**config.mk**
```make
export PLATFORM = sky130hd
export DESIGN_NAME = dds_wave_core
export DESIGN_NICKNAME = d
export VERILOG_FILES = /design/src/rtl/dds_pkg.sv /design/src/rtl/dds_phase_acc.sv /design/src/rtl/dds_sine_rom.sv /design/src/rtl/dds_shaper.sv /design/src/rtl/dds_wave_core.sv
export SDC_FILE = /design/constraint.sdc
export NUM_CORES = 1
export LEC_CHECK = 0
export ABC_CLOCK_PERIOD_IN_PS = 5900
export BUFFER_PORTS_ARGS = -buffer_cell sky130_fd_sc_hd__buf_2
export CAP_MARGIN = 20
export CORE_MARGIN = 3
export CORE_UTILIZATION = 55
export DETAILED_ROUTE_END_ITERATION = 12
export PLACE_DENSITY = 0.89
export RECOVER_POWER = 100
export SLEW_MARGIN = 10
export SYNTH_ARGS = -nofsm -noshare
export SYNTH_HDL_FRONTEND = slang
export SYNTH_SLANG_ARGS = --single-unit
```
**constraint.sdc**
```tcl
create_clock -name clk -period 5.9 [get_ports clk]
set_clock_uncertainty 0.1 [all_clocks]
set_input_delay 1.18 -clock clk [delete_from_list [all_inputs] [get_ports clk]]
set_output_delay 1.18 -clock clk [all_outputs]
set_load 0.005 [all_outputs]
```
**src/rtl/dds_pkg.sv**
```systemverilog
package dds_pkg;
  typedef struct packed {
    logic hold_zero;
    logic pause;
    logic dac_off;
    logic square_en;
    logic sq_direct;
    logic tri_sel;
  } dds_mode_t;
endpackage

```
**src/rtl/dds_phase_acc.sv**
```systemverilog
module dds_phase_acc #(
  parameter int ACC_W = 28,
  parameter int PH_W  = 12
) (
  input  logic             clk,
  input  logic             rst_n,
  input  logic             hold_zero,
  input  logic             pause,
  input  logic             fsel,
  input  logic             psel,
  input  logic [ACC_W-1:0] freq_word0,
  input  logic [ACC_W-1:0] freq_word1,
  input  logic [PH_W-1:0]  phase_ofs0,
  input  logic [PH_W-1:0]  phase_ofs1,
  output logic [ACC_W-1:0] acc_q,
  output logic [PH_W-1:0]  phase
);
  logic [ACC_W-1:0] step;
  logic [PH_W-1:0]  ofs;

  // bank muxes feed the adder directly; a select change acts on the next edge
  assign step  = fsel ? freq_word1 : freq_word0;
  assign ofs   = psel ? phase_ofs1 : phase_ofs0;
  assign phase = acc_q[ACC_W-1 -: PH_W] + ofs;

  always_ff @(posedge clk or negedge rst_n) begin
    if (!rst_n) begin
      acc_q <= '0;
    end else if (hold_zero) begin
      acc_q <= '0;
    end else if (!pause) begin
      acc_q <= acc_q + step;
    end
  end
endmodule

```
**src/rtl/dds_sine_rom.sv**
```systemverilog
module dds_sine_rom #(
  parameter int PH_W   = 12,
  parameter int OUT_W  = 10,
  parameter int LUT_AW = 8
) (
  input  logic [PH_W-1:0]  phase,
  output logic [OUT_W-1:0] sine_val
);
  localparam int QBITS  = PH_W - 2;
  localparam int DROP   = QBITS - LUT_AW;
  localparam int NENT   = 1 << LUT_AW;
  localparam int MAG_W  = OUT_W - 1;
  localparam int MAXMAG = (1 << MAG_W) - 1;
  localparam int MID    = 1 << MAG_W;

  function automatic logic [MAG_W-1:0] quarter_val(input int idx);
    real ang;
    ang = (real'(idx) + 0.5) * 3.141592653589793 / (2.0 * real'(NENT));
    return MAG_W'($rtoi(real'(MAXMAG) * $sin(ang) + 0.5));
  endfunction

  logic [MAG_W-1:0]  tbl [NENT];
  logic [LUT_AW-1:0] raw_addr;
  logic [LUT_AW-1:0] addr;
  logic [OUT_W-1:0]  mag_ext;

  for (genvar i = 0; i < NENT; i++) begin : g_tbl
    assign tbl[i] = quarter_val(i);
  end

  if (DROP > 0) begin : g_drop
    logic unused_lsb;
    assign unused_lsb = ^phase[DROP-1:0];
  end

  // second and fourth quarters read the table backwards
  assign raw_addr = phase[QBITS-1 -: LUT_AW];
  assign addr     = phase[PH_W-2] ? ~raw_addr : raw_addr;
  assign mag_ext  = {1'b0, tbl[addr]};
  // second half of the cycle mirrors below mid-scale
  assign sine_val = phase[PH_W-1] ? (OUT_W'(MID - 1) - mag_ext)
                                  : (OUT_W'(MID) + mag_ext);
endmodule

```
**src/rtl/dds_shaper.sv**
```systemverilog
module dds_shaper
  import dds_pkg::*;
#(
  parameter int PH_W   = 12,
  parameter int OUT_W  = 10,
  parameter int LUT_AW = 8
) (
  input  logic             clk,
  input  logic             rst_n,
  input  dds_mode_t        mode,
  input  logic             acc_msb,
  input  logic [PH_W-1:0]  phase,
  output logic [OUT_W-1:0] sample,
  output logic             sq_out
);
  localparam logic [OUT_W-1:0] MID = OUT_W'(1 << (OUT_W - 1));
  localparam int TLSB = PH_W - 1 - OUT_W;

  logic [OUT_W-1:0] sine_val;
  logic [OUT_W-1:0] tri_val;
  logic [OUT_W-1:0] ramp;
  logic [OUT_W-1:0] shaped;
  logic [OUT_W-1:0] sample_q;
  logic             half_q;
  logic             prev_msb_q;
  logic             sq_bit;

  dds_sine_rom #(.PH_W(PH_W), .OUT_W(OUT_W), .LUT_AW(LUT_AW)) sine_i (
    .phase    (phase),
    .sine_val (sine_val)
  );

  if (TLSB > 0) begin : g_tri_drop
    logic unused_tri;
    assign unused_tri = ^phase[TLSB-1:0];
  end

  // rising ramp over the first half of the cycle, inverted over the second
  assign ramp    = phase[PH_W-2 -: OUT_W];
  assign tri_val = phase[PH_W-1] ? ~ramp : ramp;
  assign sq_bit  = mode.sq_direct ? acc_msb : half_q;

  always_comb begin
    if (mode.dac_off)        shaped = MID;
    else if (mode.square_en) shaped = {OUT_W{sq_bit}};
    else if (mode.tri_sel)   shaped = tri_val;
    else                     shaped = sine_val;
  end

  always_ff @(posedge clk or negedge rst_n) begin
    if (!rst_n) begin
      sample_q   <= MID;
      half_q     <= 1'b0;
      prev_msb_q <= 1'b0;
    end else if (mode.hold_zero) begin
      sample_q   <= MID;
      half_q     <= 1'b0;
      prev_msb_q <= 1'b0;
    end else if (!mode.pause) begin
      sample_q   <= shaped;
      prev_msb_q <= acc_msb;
      if (acc_msb && !prev_msb_q) half_q <= ~half_q;
    end
  end

  assign sample = sample_q;
  assign sq_out = mode.square_en & sq_bit;
endmodule

```
**src/rtl/dds_wave_core.sv**
```systemverilog
module dds_wave_core
  import dds_pkg::*;
#(
  parameter int ACC_W  = 28,
  parameter int PH_W   = 12,
  parameter int OUT_W  = 10,
  parameter int LUT_AW = 8
) (
  input  logic             clk,
  input  logic             rst_n,
  input  logic [ACC_W-1:0] freq_word0,
  input  logic [ACC_W-1:0] freq_word1,
  input  logic [PH_W-1:0]  phase_ofs0,
  input  logic [PH_W-1:0]  phase_ofs1,
  input  logic             fsel,
  input  logic             psel,
  input  logic             hold_zero,
  input  logic             pause,
  input  logic             dac_off,
  input  logic             square_en,
  input  logic             sq_direct,
  input  logic             tri_sel,
  output logic [OUT_W-1:0] sample,
  output logic             sq_out
);
  dds_mode_t        mode;
  logic [ACC_W-1:0] acc_w;
  logic [PH_W-1:0]  phase_w;

  assign mode = '{hold_zero: hold_zero, pause: pause, dac_off: dac_off,
                  square_en: square_en, sq_direct: sq_direct, tri_sel: tri_sel};

  dds_phase_acc #(.ACC_W(ACC_W), .PH_W(PH_W)) acc_i (
    .clk        (clk),
    .rst_n      (rst_n),
    .hold_zero  (hold_zero),
    .pause      (pause),
    .fsel       (fsel),
    .psel       (psel),
    .freq_word0 (freq_word0),
    .freq_word1 (freq_word1),
    .phase_ofs0 (phase_ofs0),
    .phase_ofs1 (phase_ofs1),
    .acc_q      (acc_w),
    .phase      (phase_w)
  );

  dds_shaper #(.PH_W(PH_W), .OUT_W(OUT_W), .LUT_AW(LUT_AW)) shp_i (
    .clk     (clk),
    .rst_n   (rst_n),
    .mode    (mode),
    .acc_msb (acc_w[ACC_W-1]),
    .phase   (phase_w),
    .sample  (sample),
    .sq_out  (sq_out)
  );
endmodule

```
After elaboration in Yosys (flattened, before gate mapping)
Memory sizes are Yosys's and may differ from the RTL's.
Index checks and enable logic that the tools add are counted.
{"block": "word_totals", "register_bits": 40, "rom_bits": 2304, "mem_count": 1}
{"name": "(name not given)", "words": 256, "width": 9, "rd": 1, "rd_clocked_by_memory_dff": 0, "wr": 0, "line": "dds_sine_rom.sv:39", "text": "assign mag_ext = {1'b0, tbl[addr]};"}
{"block": "classes", "n_lt_le_gt_ge": 1, "add_sub_neg": 4, "n_reduce_logical": 4, "eq_ne": 1, "muxes": 20, "n_bitwise": 5}
{"op": "$mux 28", "count": 3}
{"op": "$mux 10", "count": 7}
{"op": "$add 28x28->28", "count": 1}
{"op": "$mux 9", "count": 2}
{"op": "$add 12x12->12", "count": 1}
{"op": "$mux 12", "count": 1}
{"op": "$add 10x9->10 const A", "count": 1}
{"op": "$not 10->10", "count": 1}
{"op": "$sub 9x9->10 const A", "count": 1}
{"op": "$ge 9x9->1 const B", "count": 1}
{"op": "$not 8->9", "count": 1}
{"op": "$mux 8", "count": 1}
{"op": "$not 8->8", "count": 1}
{"op": "$mux 1", "count": 6}
{"op": "$ne 2x2->1 const B", "count": 1}
{"op": "$reduce_and 2->1", "count": 1}
{"op": "$reduce_bool 2->1", "count": 1}
{"op": "$and 1x1->1", "count": 1}
{"op": "$logic_and 1x1->1", "count": 1}
{"op": "$logic_not 1->1", "count": 1}
{"op": "$not 1->1", "count": 1}

Logic depth before layout (Yosys ltp)
Gate-level depths: netlist (run 1).
{"block": "logic_depth", "ltp_word": 15, "ltp_mapped": 22, "ltp_nobuf": 19}

By module
From an unflattened synthesis (run 1), not the netlist that was laid out.
{"block": "hier_totals", "hier_cells": 1084, "hier_area_um2": 7973.9}
{"mod": "dds_sine_rom", "cells_per_inst": 600, "area_each_um2": 3737.3, "n_inst": 1, "seq_area_each_um2": 0.0}
{"mod": "dds_phase_acc", "cells_per_inst": 405, "area_each_um2": 3463.3, "n_inst": 1, "seq_area_each_um2": 700.7}
{"mod": "dds_shaper", "cells_per_inst": 79, "area_each_um2": 773.2, "n_inst": 1, "seq_area_each_um2": 301.5}

Worst setup path before layout (run 1)
OpenSTA, ideal clock, no wires.
{"block": "synth_timing", "path_kind": "input -> register", "startpoint": "in psel", "endpoint": "reg shp_i.sample_q[3], in the netlist shp_i.sample[3]", "path_stages": 22, "setup_slack_ps": -301, "required_ps": 5674, "arrival_time_ps": 5975, "n_path_buf": 5, "cell_sequence": "buf_1 -> mux2_2 -> ha_1 -> nor2b_4 -> o31a_1 -> o31a_1 -> buf_6 -> a21oi_4 -> xnor3_2 -> buf_6 -> buf_2 -> buf_1 -> ha_1 -> nand2_1 -> and4_1 -> a221oi_1 -> a31oi_1 -> o21ai_1 -> a31oi_1 -> o41ai_1 -> xnor2_1 -> a221o_1"}
{"block": "synth_between", "elab_chain_len": 15, "word_cells_on_any_way": 18}
{"element": "start, declared", "line": "dds_wave_core.sv:16", "text": "input logic psel,"}
{"element": "$mux 12 (*)", "line": "dds_phase_acc.sv:23", "text": "assign ofs = psel ? phase_ofs1 : phase_ofs0;"}
{"element": "$add 12x12->12 (*)", "line": "dds_phase_acc.sv:24", "text": "assign phase = acc_q[ACC_W-1 -: PH_W] + ofs;"}
{"element": "$not 8->8", "line": "dds_sine_rom.sv:38", "text": "assign addr = phase[PH_W-2] ? ~raw_addr : raw_addr;"}
{"element": "$mux 8", "line": "dds_sine_rom.sv:38"}
{"element": "$not 8->9 (not written as such)", "line": "dds_sine_rom.sv:39"}
{"element": "$mem_v2 256x9"}
{"element": "$mux 9 (not written as such) (2 in a row)", "line": "dds_sine_rom.sv:39"}
{"element": "$add 10x9->10 or $sub 9x9->10 (tied branches)", "line": "dds_sine_rom.sv:42, dds_sine_rom.sv:41"}
{"element": "$mux 10", "line": "dds_sine_rom.sv:41", "text": "assign sine_val = phase[PH_W-1] ? (OUT_W'(MID - 1) - mag_ext)"}
{"element": "$mux 10 (*)", "line": "dds_shaper.sv:46", "text": "else if (mode.tri_sel) shaped = tri_val;"}
{"element": "$mux 10 (*)", "line": "dds_shaper.sv:45", "text": "else if (mode.square_en) shaped = {OUT_W{sq_bit}};"}
{"element": "$mux 10 (*)", "line": "dds_shaper.sv:44", "text": "if (mode.dac_off) shaped = MID;"}
{"element": "$mux 10 (*)", "line": "dds_shaper.sv:59", "text": "end else if (!mode.pause) begin"}
{"element": "$mux 10 (*)", "line": "dds_shaper.sv:55", "text": "end else if (mode.hold_zero) begin"}
{"element": "end signal, assigned", "line": "dds_shaper.sv:60", "text": "sample_q <= shaped;"}
{"element": "end, declared", "line": "dds_shaper.sv:23", "text": "logic [OUT_W-1:0] sample_q;"}
Mark *: on every way between the ends. The rest lies on a longest branch, timed or not. The select of a mux whose other input is x is not followed.
A chain may end at the register's enable or synchronous reset.

Worst setup path in the final report (run 1)
{"block": "layout_timing", "startpoint": "in psel", "endpoint": "reg shp_i.sample_q[1], in the netlist shp_i.sample[1]"}
The elaborated chain is that of the path after synthesis.

==> flow_metrics.py, run 1 <==
metrics = {
    "logic_synthesis": {
        "ys.flop_type": "dfrtp_1",
        "async_flop_share_pct": 100,
        "synth-edff-count": 0,
        "synth.distinct_cells": 91,
        "ys_seq_area_share_pct": 14.1,
        "synth_fp_nets": 1063,
        "synth_area_um2": 7120,
        "ys_seq_elements": 40,
        "syn_inst": 922,
        "avgSynthCellArea_um2": 7.72,
        "yosysWarnings": 0,
    },
    "sta": {
        "grt_setup_unrepaired": "no",
        "holdWs_ns": 0.374,
        "period_share_pct": 96.0,
        "worstMarginPinSlew_ns": 2.26,
        "finalHoldViolCount": 0,
        "final-setup-viol-count": 0,
        "slew-limit-headroom_pct": -50.6,
        "max_freq_mhz": 177,
        "drv_slew": 84,
        "period_minus_slack_ns": 5.66,
    },
    "worst_setup_path": {
        "critPathKind": "input port to register",
        "startpoint_type": "input port",
        "worstPathMaxFanout": 5,
        "cp.required_ns": 6.01,
        "critPathCaptureType": "register",
        "cp.arrival_ns": 5.77,
        "rr_worst_depth": 17,
    },
    "clock_network": {
        "cts-root-buf": "clkbuf_16",
        "cts_buffers": 5,
        "cts.path.max_buffers": 2,
        "hold_buffers": 0,
        "clk-insertion-delay-late_ns": 0.29,
        "clock_sinks": 40,
        "cts_tree": "yes",
        "post_cts_buffers": 0,
        "cts-htree-levels": 2,
        "cts.repair.resized": 0,
        "clk_pin_slew_ns": 0.06,
    },
    "hold_path": {
        "min_delay_path_depth": 2,
        "min_path_type": "register to register",
    },
    "global_route": {
        "grt_pass1_vias": 8388,
        "antenna_found_initial": 1,
        "grt_usage_pct": 40.7,
        "grt_pass1_wl_um": 46200,
        "grt_max_degree": 43,
        "grt.overflow.total": 0,
    },
    "route": {
        "ant_nets": 0,
        "via_count": 8731,
        "wl_per_cell_um": 23.9,
        "drt_iter0_markers": 1439,
        "drcViolationCount": 0,
        "drt-total-wl_um": 29800,
        "vias_per_cell": 7.01,
        "drt_first_pass_iters": 8,
    },
    "finish": {
        "area_delta_synth_final_pct": 19.9,
        "finalNetCount": 1219,
        "layout_commonest_cell": "buf_4",
        "fillers": 967,
        "diodes": 0,
        "fin_area_um2": 8540,
        "drive_above_1_share_pct": 25.5,
        "most-common-layout-cells": "109 x buf_4, 87 x buf_2, 85 x a21oi_1, 84 x nor2_1, 60 x nand2_1",
    },
    "placement": {
        "placed_area_um2": 8420,
        "portBuffers": 100,
        "detailed_place_hpwl_um": 22900,
        "gp_congestion": 1.07,
    },
    "die": {
        "start_util_pct": 57.8,
        "dieWidth_um": 120,
        "ios": 101,
        "coreArea_um2": 12300,
        "num_rows": 40,
        "die_h_um": 120,
        "die-area_um2": 14300,
    },
    "power": {
        "p_leak_uw": 0.00386,
        "power.density_nw_per_um2": 713,
        "power_uw": 6090,
        "vdd_ir_drop_max_mv": 0.321,
    },
    "outcome": {
        "violations": "capacitance limit, slew limit",
        "outcome": "complete, but fails checks",
    },
    "run": {
        "cap_violations": 2,
    },
}
-- metrics by stage --
step | instances | util [%] | setup TNS [ns] | setup WS, ns
after global placement | 1238 | 68.4 | 0 | 0.186
after floorplan | 922 | - | -0.00257 | -0.00257
final | 1246 | 69.3 | 0 | 0.236
after global routing | 1246 | 69.3 | 0 | 0.0129
after CTS | 1245 | 69.5 | 0 | 0.393
after detailed placement | 1238 | 68.4 | 0 | 0.0786
-- path summary, 6_finish.rpt --
path,start,endpoint,slack [ns]
max reg2reg,acc_i.acc_q[16]$_DFFE_PN0P_,shp_i.sample[1]$_DFFE_PN0P_,1.06
max in group asynchronous,rst_n,shp_i.sample[0]$_DFFE_PN0P_,2.95
min reg2reg,shp_i.sample[9]$_DFFE_PN1P_,shp_i.sample[9]$_DFFE_PN1P_,0.37
max,psel,shp_i.sample[1]$_DFFE_PN0P_,0.24
min,shp_i.sample[9]$_DFFE_PN1P_,shp_i.sample[9]$_DFFE_PN1P_,0.37
min in group asynchronous,rst_n,acc_i.acc_q[3]$_DFFE_PN0P_,1.46
-- registers in the layout, summed over array words and instances (netlist names) --
register	cells
shp_i.prev_msb_q	1
shp_i.half_q	1
shp_i.sample	10
acc_i.acc_q	28
-- cell usage after synthesis, drive strengths merged, types with 9 or more instances --
cell type  count  area (um2)
nor4          13         103
a21oi         88         459
nor2          86         328
o22ai         18         119
a21o          15         113
dfrtp         39         976
a221oi        12         111
o211ai        18         135
xnor2         31         287
nor2b         14        95.1
clkbuf        38         143
a211oi        22         170
mux2          41         462
a31oi         15        93.8
buf           29         176
nand2         60         225
xor2          17         149
mux2i         25         250
inv           20        75.1
nor3          23         141
ha            49         613
o21bai        11        90.1
and2           9        56.3
o21ai         52         260
nand2b         9        56.3
nand3         30         150
-- per-layer routing --
metal	GRT usage [%]	part of all wire, %	vias up
met4	21.3	6.6	2
met2	66.0	45	728
met3	7.54	12	189
met5	0	0.094	-
li1	-	-	3845
met1	51.4	36	3967
-- power breakdown --
group          internal, uW  total [uW]  switching (uW)  leakage, uW
Sequential              319         363            43.7     0.000533
Combinational          2120        5460            3340      0.00326
Clock                   154         269             116    0.0000657
Total                  2590        6090            3500      0.00386
-- worst max-delay path, cell delays in order --
cell       delay [ns]
buf_2            0.15
mux2_1           0.36
nand2_1          0.11
fa_1             0.30
nor2b_4          0.07
o31a_1           0.26
o31a_1           0.33
a21oi_4          0.17
xnor3_1          0.35
ha_1             0.40
inv_1            0.14
nor2_1           0.31
or3_1            0.17
o2111ai_1        0.09
a31oi_1          0.36
a21oi_1          0.13
o41a_1           0.52
and4_1           0.21
nor3_1           0.16
-- cells by family after synthesis --
group	synth area share [%]
AO/OA/AOI/OAI	33.6
XOR/XNOR	8.03
adder cells (fa/ha/maj)	9.17
buffers and inverters	5.53
flip-flops	14.1
multiplexers	10.0
AND/OR/NAND/NOR	19.6
-- cell type report --
cell class / count / area (um2) / share of cell area [%]
inverter: 20 / 75.1 / 0.879
multi-input combinational: 795 / 5730 / 67.2
tap: 168 / 210 / 2.46
clock inverter: 2 / 12.5 / 0.147
sequential: 40 / 1000 / 11.7
timing repair buffer: 216 / 1380 / 16.1
clock buffer: 5 / 125 / 1.47
(Power assumes the default switching activity.)
==> inputs of run 2 (changes only) <==
CORE_MARGIN = 2   (was 3)
==> run 2 against run 1 <==
Compared with the run above: critical path type unchanged; sequential power barely moved; global-route usage rose by 1.9 points; final cell count rose by 0.24%; die area fell by 3.3%; register-to-register slack got worse by 0.11 ns; critical path depth rose by 1; the run still ends with capacitance limit, slew limit left; routed wire length rose by 0.54%; sequential share of layout area fell by 0.079 points; first-iteration DRC count fell by 11%; largest power group unchanged.
==> flow_metrics.py, run 2 (synthesis results as in run 1) <==
metrics = {
    "sta": {
        "finalWorstSetupSlack_ns": 0.0549,
        "final-setup-viol-count": 0,
        "period_share_pct": 99.1,
        "worstMarginPinSlew_ns": 2.42,
        "grt_setup_unrepaired": "no",
        "slew-limit-headroom_pct": -61.3,
        "period_minus_slack_ns": 5.85,
        "finalHoldViolCount": 0,
        "max_freq_mhz": 171,
        "drv_slew": 84,
    },
    "worst_setup_path": {
        "ff2ff_setup_slack_ns": 0.95,
        "startpoint_type": "input port",
        "cp.arrival_ns": 5.93,
        "critPathCaptureType": "register",
        "cp.required_ns": 5.98,
        "worstPathMaxFanout": 11,
        "rr_startpoint": "acc_i.acc_q[17]$_DFFE_PN0P_",
        "rr_worst_depth": 19,
        "critPathKind": "input port to register",
        "startpoint": "psel",
    },
    "die": {
        "start_util_pct": 56.4,
        "ios": 101,
        "dieWidth_um": 118,
        "coreArea_um2": 12600,
        "die-area_um2": 13900,
        "die_h_um": 118,
        "num_rows": 41,
    },
    "finish": {
        "fin_area_um2": 8590,
        "most-common-layout-cells": "105 x buf_4, 93 x buf_2, 85 x a21oi_1, 84 x nor2_1, 60 x nand2_1",
        "diodes": 0,
        "fillers": 1047,
        "drive_above_1_share_pct": 26.4,
        "layout_commonest_cell": "buf_4",
        "top_register": "acc_i.acc_q",
        "largest_reg_flops": 28,
        "area_delta_synth_final_pct": 20.7,
        "finalNetCount": 1217,
    },
    "route": {
        "ant_nets": 0,
        "vias_per_cell": 7.01,
        "drt-total-wl_um": 29900,
        "drt_iter0_markers": 1275,
        "drcViolationCount": 0,
        "wl_per_cell_um": 24.0,
        "drt_first_pass_iters": 8,
        "via_count": 8751,
    },
    "clock_network": {
        "cts_tree": "yes",
        "post_cts_buffers": 0,
        "cts.path.max_buffers": 2,
        "clk_pin_slew_ns": 0.07,
        "clock_sinks": 40,
        "cts-root-buf": "clkbuf_16",
        "cts.repair.resized": 0,
        "cts_buffers": 5,
        "hold_buffers": 0,
        "cts-htree-levels": 2,
        "clk-insertion-delay-late_ns": 0.29,
    },
    "global_route": {
        "grt_usage_pct": 42.5,
        "antenna_found_initial": 0,
        "grt.overflow.total": 0,
        "grt_pass1_wl_um": 47000,
        "grt_pass1_vias": 8480,
        "grt_max_degree": 43,
    },
    "outcome": {
        "violations": "capacitance limit, slew limit",
        "outcome": "complete, but fails checks",
    },
    "power": {
        "p_leak_uw": 0.00391,
        "power.density_nw_per_um2": 714,
        "vdd_ir_drop_max_mv": 0.370,
    },
    "placement": {
        "placed_area_um2": 8450,
        "place_ws_ns": -0.0820,
        "portBuffers": 100,
        "gp_congestion": 1.06,
        "detailed_place_hpwl_um": 23300,
    },
    "hold_path": {
        "hold_path_startpoint": "shp_i.sample[9]$_DFFE_PN1P_",
        "min_delay_path_depth": 2,
        "min_path_type": "register to register",
    },
    "run": {
        "cap_violations": 2,
    },
}
## run 2: cell type report
cell class	instances	area (um2)	share of cell area [%]
Timing Repair Buffer	214	1400	16.3
Inverter	20	75.1	0.873
Clock buffer	6	139	1.62
Clock inverter	2	13.8	0.160
Sequential cell	40	1000	11.7
Multi-Input combinational cell	795	5750	66.9
Tap cell	172	215	2.50
## run 2: metrics by stage
stage	hold WS (ns)	utilization, %	cells	TNS [ns]	total power [uW]
final	0.399	68.1	1249	0	6140
after floorplan	0.351	-	922	-0.00257	3590
after detailed placement	0.367	66.9	1241	-0.0820	5540
after CTS	0.375	68.1	1249	0	5860
after global placement	0.357	66.9	1241	-0.0801	5570
after global routing	0.427	68.1	1249	0	6400
## run 2: routing by layer
metal	part of all wire (%)	GRT usage [%]	routed length (um)	vias to the layer above
li1	-	-	-	3847
met1	38	53.8	11300	4080
met2	45	69.1	13600	677
met3	11	7.07	3260	147
met4	6.1	23.0	1820	0
met5	0	0	0	-
## run 2: path summary, 6_finish.rpt
| kind | end |
|---|---|
| max in group asynchronous | acc_i.acc_q[25]$_DFFE_PN0P_ |
| setup reg to reg | shp_i.sample[2]$_DFFE_PN0P_ |
| hold / removal | shp_i.sample[9]$_DFFE_PN1P_ |
| setup / recovery | shp_i.sample[2]$_DFFE_PN0P_ |
| min in group asynchronous | acc_i.acc_q[7]$_DFFE_PN0P_ |
| hold reg to reg | shp_i.sample[9]$_DFFE_PN1P_ |
## run 2: power breakdown
| group | switching, uW | internal, uW | leakage [uW] | total [uW] |
|---|---|---|---|---|
| Clock | 127 | 170 | 0.0000772 | 296 |
| Combinational | 3340 | 2140 | 0.00330 | 5470 |
| Sequential | 46.6 | 319 | 0.000532 | 366 |
## run 2: worst max-delay path, cell delays in order
cell	delay, ns
buf_2	0.22
mux2_2	0.38
nand2_1	0.09
fa_1	0.31
nor2b_4	0.08
o31a_1	0.25
o31a_1	0.32
buf_4	0.19
o21ba_2	0.31
nor3_2	0.55
buf_4	0.26
buf_4	0.14
o21ai_0	0.12
o2111a_1	0.18
nor4b_1	0.35
a21oi_1	0.13
a211oi_1	0.44
buf_4	0.19
mux2i_1	0.17
nand2_1	0.07
==> inputs of run 3 (changes only) <==
--- a/config.mk
+++ b/config.mk
@@ -7,10 +7,10 @@
 export LEC_CHECK = 0
 export ABC_CLOCK_PERIOD_IN_PS = 5900
-export BUFFER_PORTS_ARGS = -buffer_cell sky130_fd_sc_hd__buf_2
+export BUFFER_PORTS_ARGS = -buffer_cell sky130_fd_sc_hd__buf_4
 export CAP_MARGIN = 20
 export CORE_MARGIN = 2
-export CORE_UTILIZATION = 55
+export CORE_UTILIZATION = 52
 export DETAILED_ROUTE_END_ITERATION = 12
-export PLACE_DENSITY = 0.89
+export PLACE_DENSITY = 0.85
 export RECOVER_POWER = 100
 export SLEW_MARGIN = 10
==> constraint.sdc (replaced) <==
create_clock -name clk -period 5.9 [get_ports clk]
set_clock_uncertainty 0.1 [all_clocks]
set_input_delay 0.59 -clock clk [delete_from_list [all_inputs] [get_ports clk]]
set_output_delay 0.59 -clock clk [all_outputs]
set_load 0.005 [all_outputs]
==> run 3 against run 2 <==
Compared with the run above: the run still ends with capacitance limit, slew limit left; count of clock-buffer cells in the layout did not move; hold slack got worse by 0.014 ns; fmax rose by 8.7%; first-iteration DRC count fell by 6.4%; power fell by 9.1%; core utilization fell by 5.7 points; sequential power fell by 2%; largest cell class unchanged; highest routed layer unchanged.
==> flow_metrics.py, run 3 (synthesis results as in run 1) <==
metrics = {
    "sta": {
        "holdWs_ns": 0.385,
        "period_share_pct": 91.1,
        "slew-limit-headroom_pct": -46.4,
        "period_minus_slack_ns": 5.38,
        "grt_setup_unrepaired": "no",
        "final-setup-viol-count": 0,
        "drv_slew": 84,
        "finalHoldViolCount": 0,
        "worstMarginPinSlew_ns": 2.20,
        "max_freq_mhz": 186,
        "setup_tns_ns": 0,
    },
    "finish": {
        "area_delta_synth_final_pct": 16.5,
        "drive_above_1_share_pct": 21.1,
        "largest_reg_flops": 28,
        "final_cells": 1192,
        "finalNetCount": 1156,
        "layout_commonest_cell": "buf_4",
        "diodes": 0,
        "most-common-layout-cells": "135 x buf_4, 85 x a21oi_1, 84 x nor2_1, 60 x nand2_1, 49 x ha_1",
        "top_register": "acc_i.acc_q",
        "fillers": 1145,
    },
    "global_route": {
        "grt_max_degree": 43,
        "grt_pass1_wl_um": 42500,
        "grt_usage_pct": 36.7,
        "antenna_found_initial": 0,
        "grt.overflow.total": 0,
        "grt_pass1_vias": 7888,
    },
    "die": {
        "die-area_um2": 14600,
        "dieWidth_um": 121,
        "num_rows": 42,
        "ios": 101,
        "die_h_um": 121,
        "start_util_pct": 53.6,
        "coreArea_um2": 13300,
    },
    "route": {
        "wl_per_cell_um": 22.7,
        "ant_nets": 0,
        "drt_iter0_markers": 1193,
        "drt-total-wl_um": 27100,
        "vias_per_cell": 6.90,
        "drcViolationCount": 0,
        "drt_first_pass_iters": 9,
        "via_count": 8225,
    },
    "clock_network": {
        "clock_sinks": 40,
        "cts_buffers": 5,
        "post_cts_buffers": 0,
        "cts_tree": "yes",
        "cts.repair.resized": 0,
        "cts-htree-levels": 2,
        "clk_pin_slew_ns": 0.06,
        "cts.path.max_buffers": 2,
        "clk-insertion-delay-late_ns": 0.29,
        "hold_buffers": 0,
        "cts-root-buf": "clkbuf_16",
    },
    "placement": {
        "detailed_place_hpwl_um": 20600,
        "gp_congestion": 1.06,
        "portBuffers": 100,
        "dp.cells": 1182,
    },
    "outcome": {
        "violations": "capacitance limit, slew limit",
        "outcome": "complete, but fails checks",
    },
    "worst_setup_path": {
        "cp_slowest_cell": "a221oi_1",
        "cp_slowest_stage_delay_ns": 0.62,
        "critPathKind": "input port to register",
        "crit_chain": "buf_4 -> mux2_2 -> ha_1 -> and3_1 -> a221oi_1 -> or4b_1 -> and3_1 -> buf_4 -> xnor2_2 -> nor2_1 -> o41ai_1 -> a21oi_1 -> a2111oi_0 -> o41ai_1 -> xnor2_1 -> a221o_1",
        "critPathCaptureType": "register",
        "worstPathMaxFanout": 12,
        "startpoint_type": "input port",
        "cp.arrival_ns": 5.45,
        "cp.required_ns": 5.97,
    },
    "power": {
        "vdd_ir_drop_max_mv": 0.407,
        "power.density_nw_per_um2": 672,
        "p_leak_uw": 0.00365,
    },
    "run": {
        "cap_violations": 2,
    },
    "hold_path": {
        "min_path_type": "register to register",
    },
}
[run 3: layout make-up]
class	instances	area, um2	area share [%]
multi-input cells	795	5710	68.9
well taps	176	220	2.65
clock inverters	2	35.0	0.422
clock buffers	6	129	1.55
inverters	20	75.1	0.905
repair buffers	153	1120	13.5
flip-flops and latches	40	1000	12.1
[run 3: stage by stage]
step / power, uW / setup slack [ns] / utilization, % / instance area [um2]
after floorplan: 3580 / 0.289 / - / 7120
after global placement: 5090 / 0.472 / 61.4 / 8160
after detailed placement: 5030 / 0.278 / 61.5 / 8170
after CTS: 5360 / 0.582 / 62.7 / 8330
after global routing: 5840 / 0.238 / 62.4 / 8290
final: 5580 / 0.523 / 62.4 / 8290
[run 3: critical path, delay by kind of cell]
kind            cells  cell delay (ns)
xor+xnor            2             0.43
mux                 1             0.37
buf+inv             2             0.52
compound gates      6             2.02
fa+ha+maj           1             0.36
simple gates        4             1.16
[run 3: final timing paths]
path | end | depth (start not counted) | startpoint | slack (ns)
max | shp_i.sample[3]$_DFFE_PN0P_ | 16 | psel | 0.52
min | shp_i.sample[9]$_DFFE_PN1P_ | 2 | shp_i.sample[9]$_DFFE_PN1P_ | 0.39
max reg2reg | shp_i.sample[3]$_DFFE_PN0P_ | 18 | acc_i.acc_q[17]$_DFFE_PN0P_ | 0.77
min reg2reg | shp_i.sample[9]$_DFFE_PN1P_ | 2 | shp_i.sample[9]$_DFFE_PN1P_ | 0.39
max in group asynchronous | shp_i.sample[0]$_DFFE_PN0P_ | 1 | rst_n | 3.60
min in group asynchronous | acc_i.acc_q[2]$_DFFE_PN0P_ | 1 | rst_n | 0.84
[run 3: layer usage]
layer / up-vias / GRT usage (%) / share of wire (%)
met2: 546 / 61.4 / 46
met1: 3822 / 46.8 / 39
met3: 136 / 5.69 / 9.7
met4: 0 / 15.9 / 5.4
met5: - / 0 / 0
li1: 3721 / - / -
[run 3: where the power goes]
| group | switching [uW] | total (uW) | internal (uW) |
|---|---|---|---|
| clock | 113 | 312 | 199 |
| sequential | 41.4 | 360 | 319 |
| combinational | 3130 | 4900 | 1770 |
| total | 3290 | 5580 | 2290 |
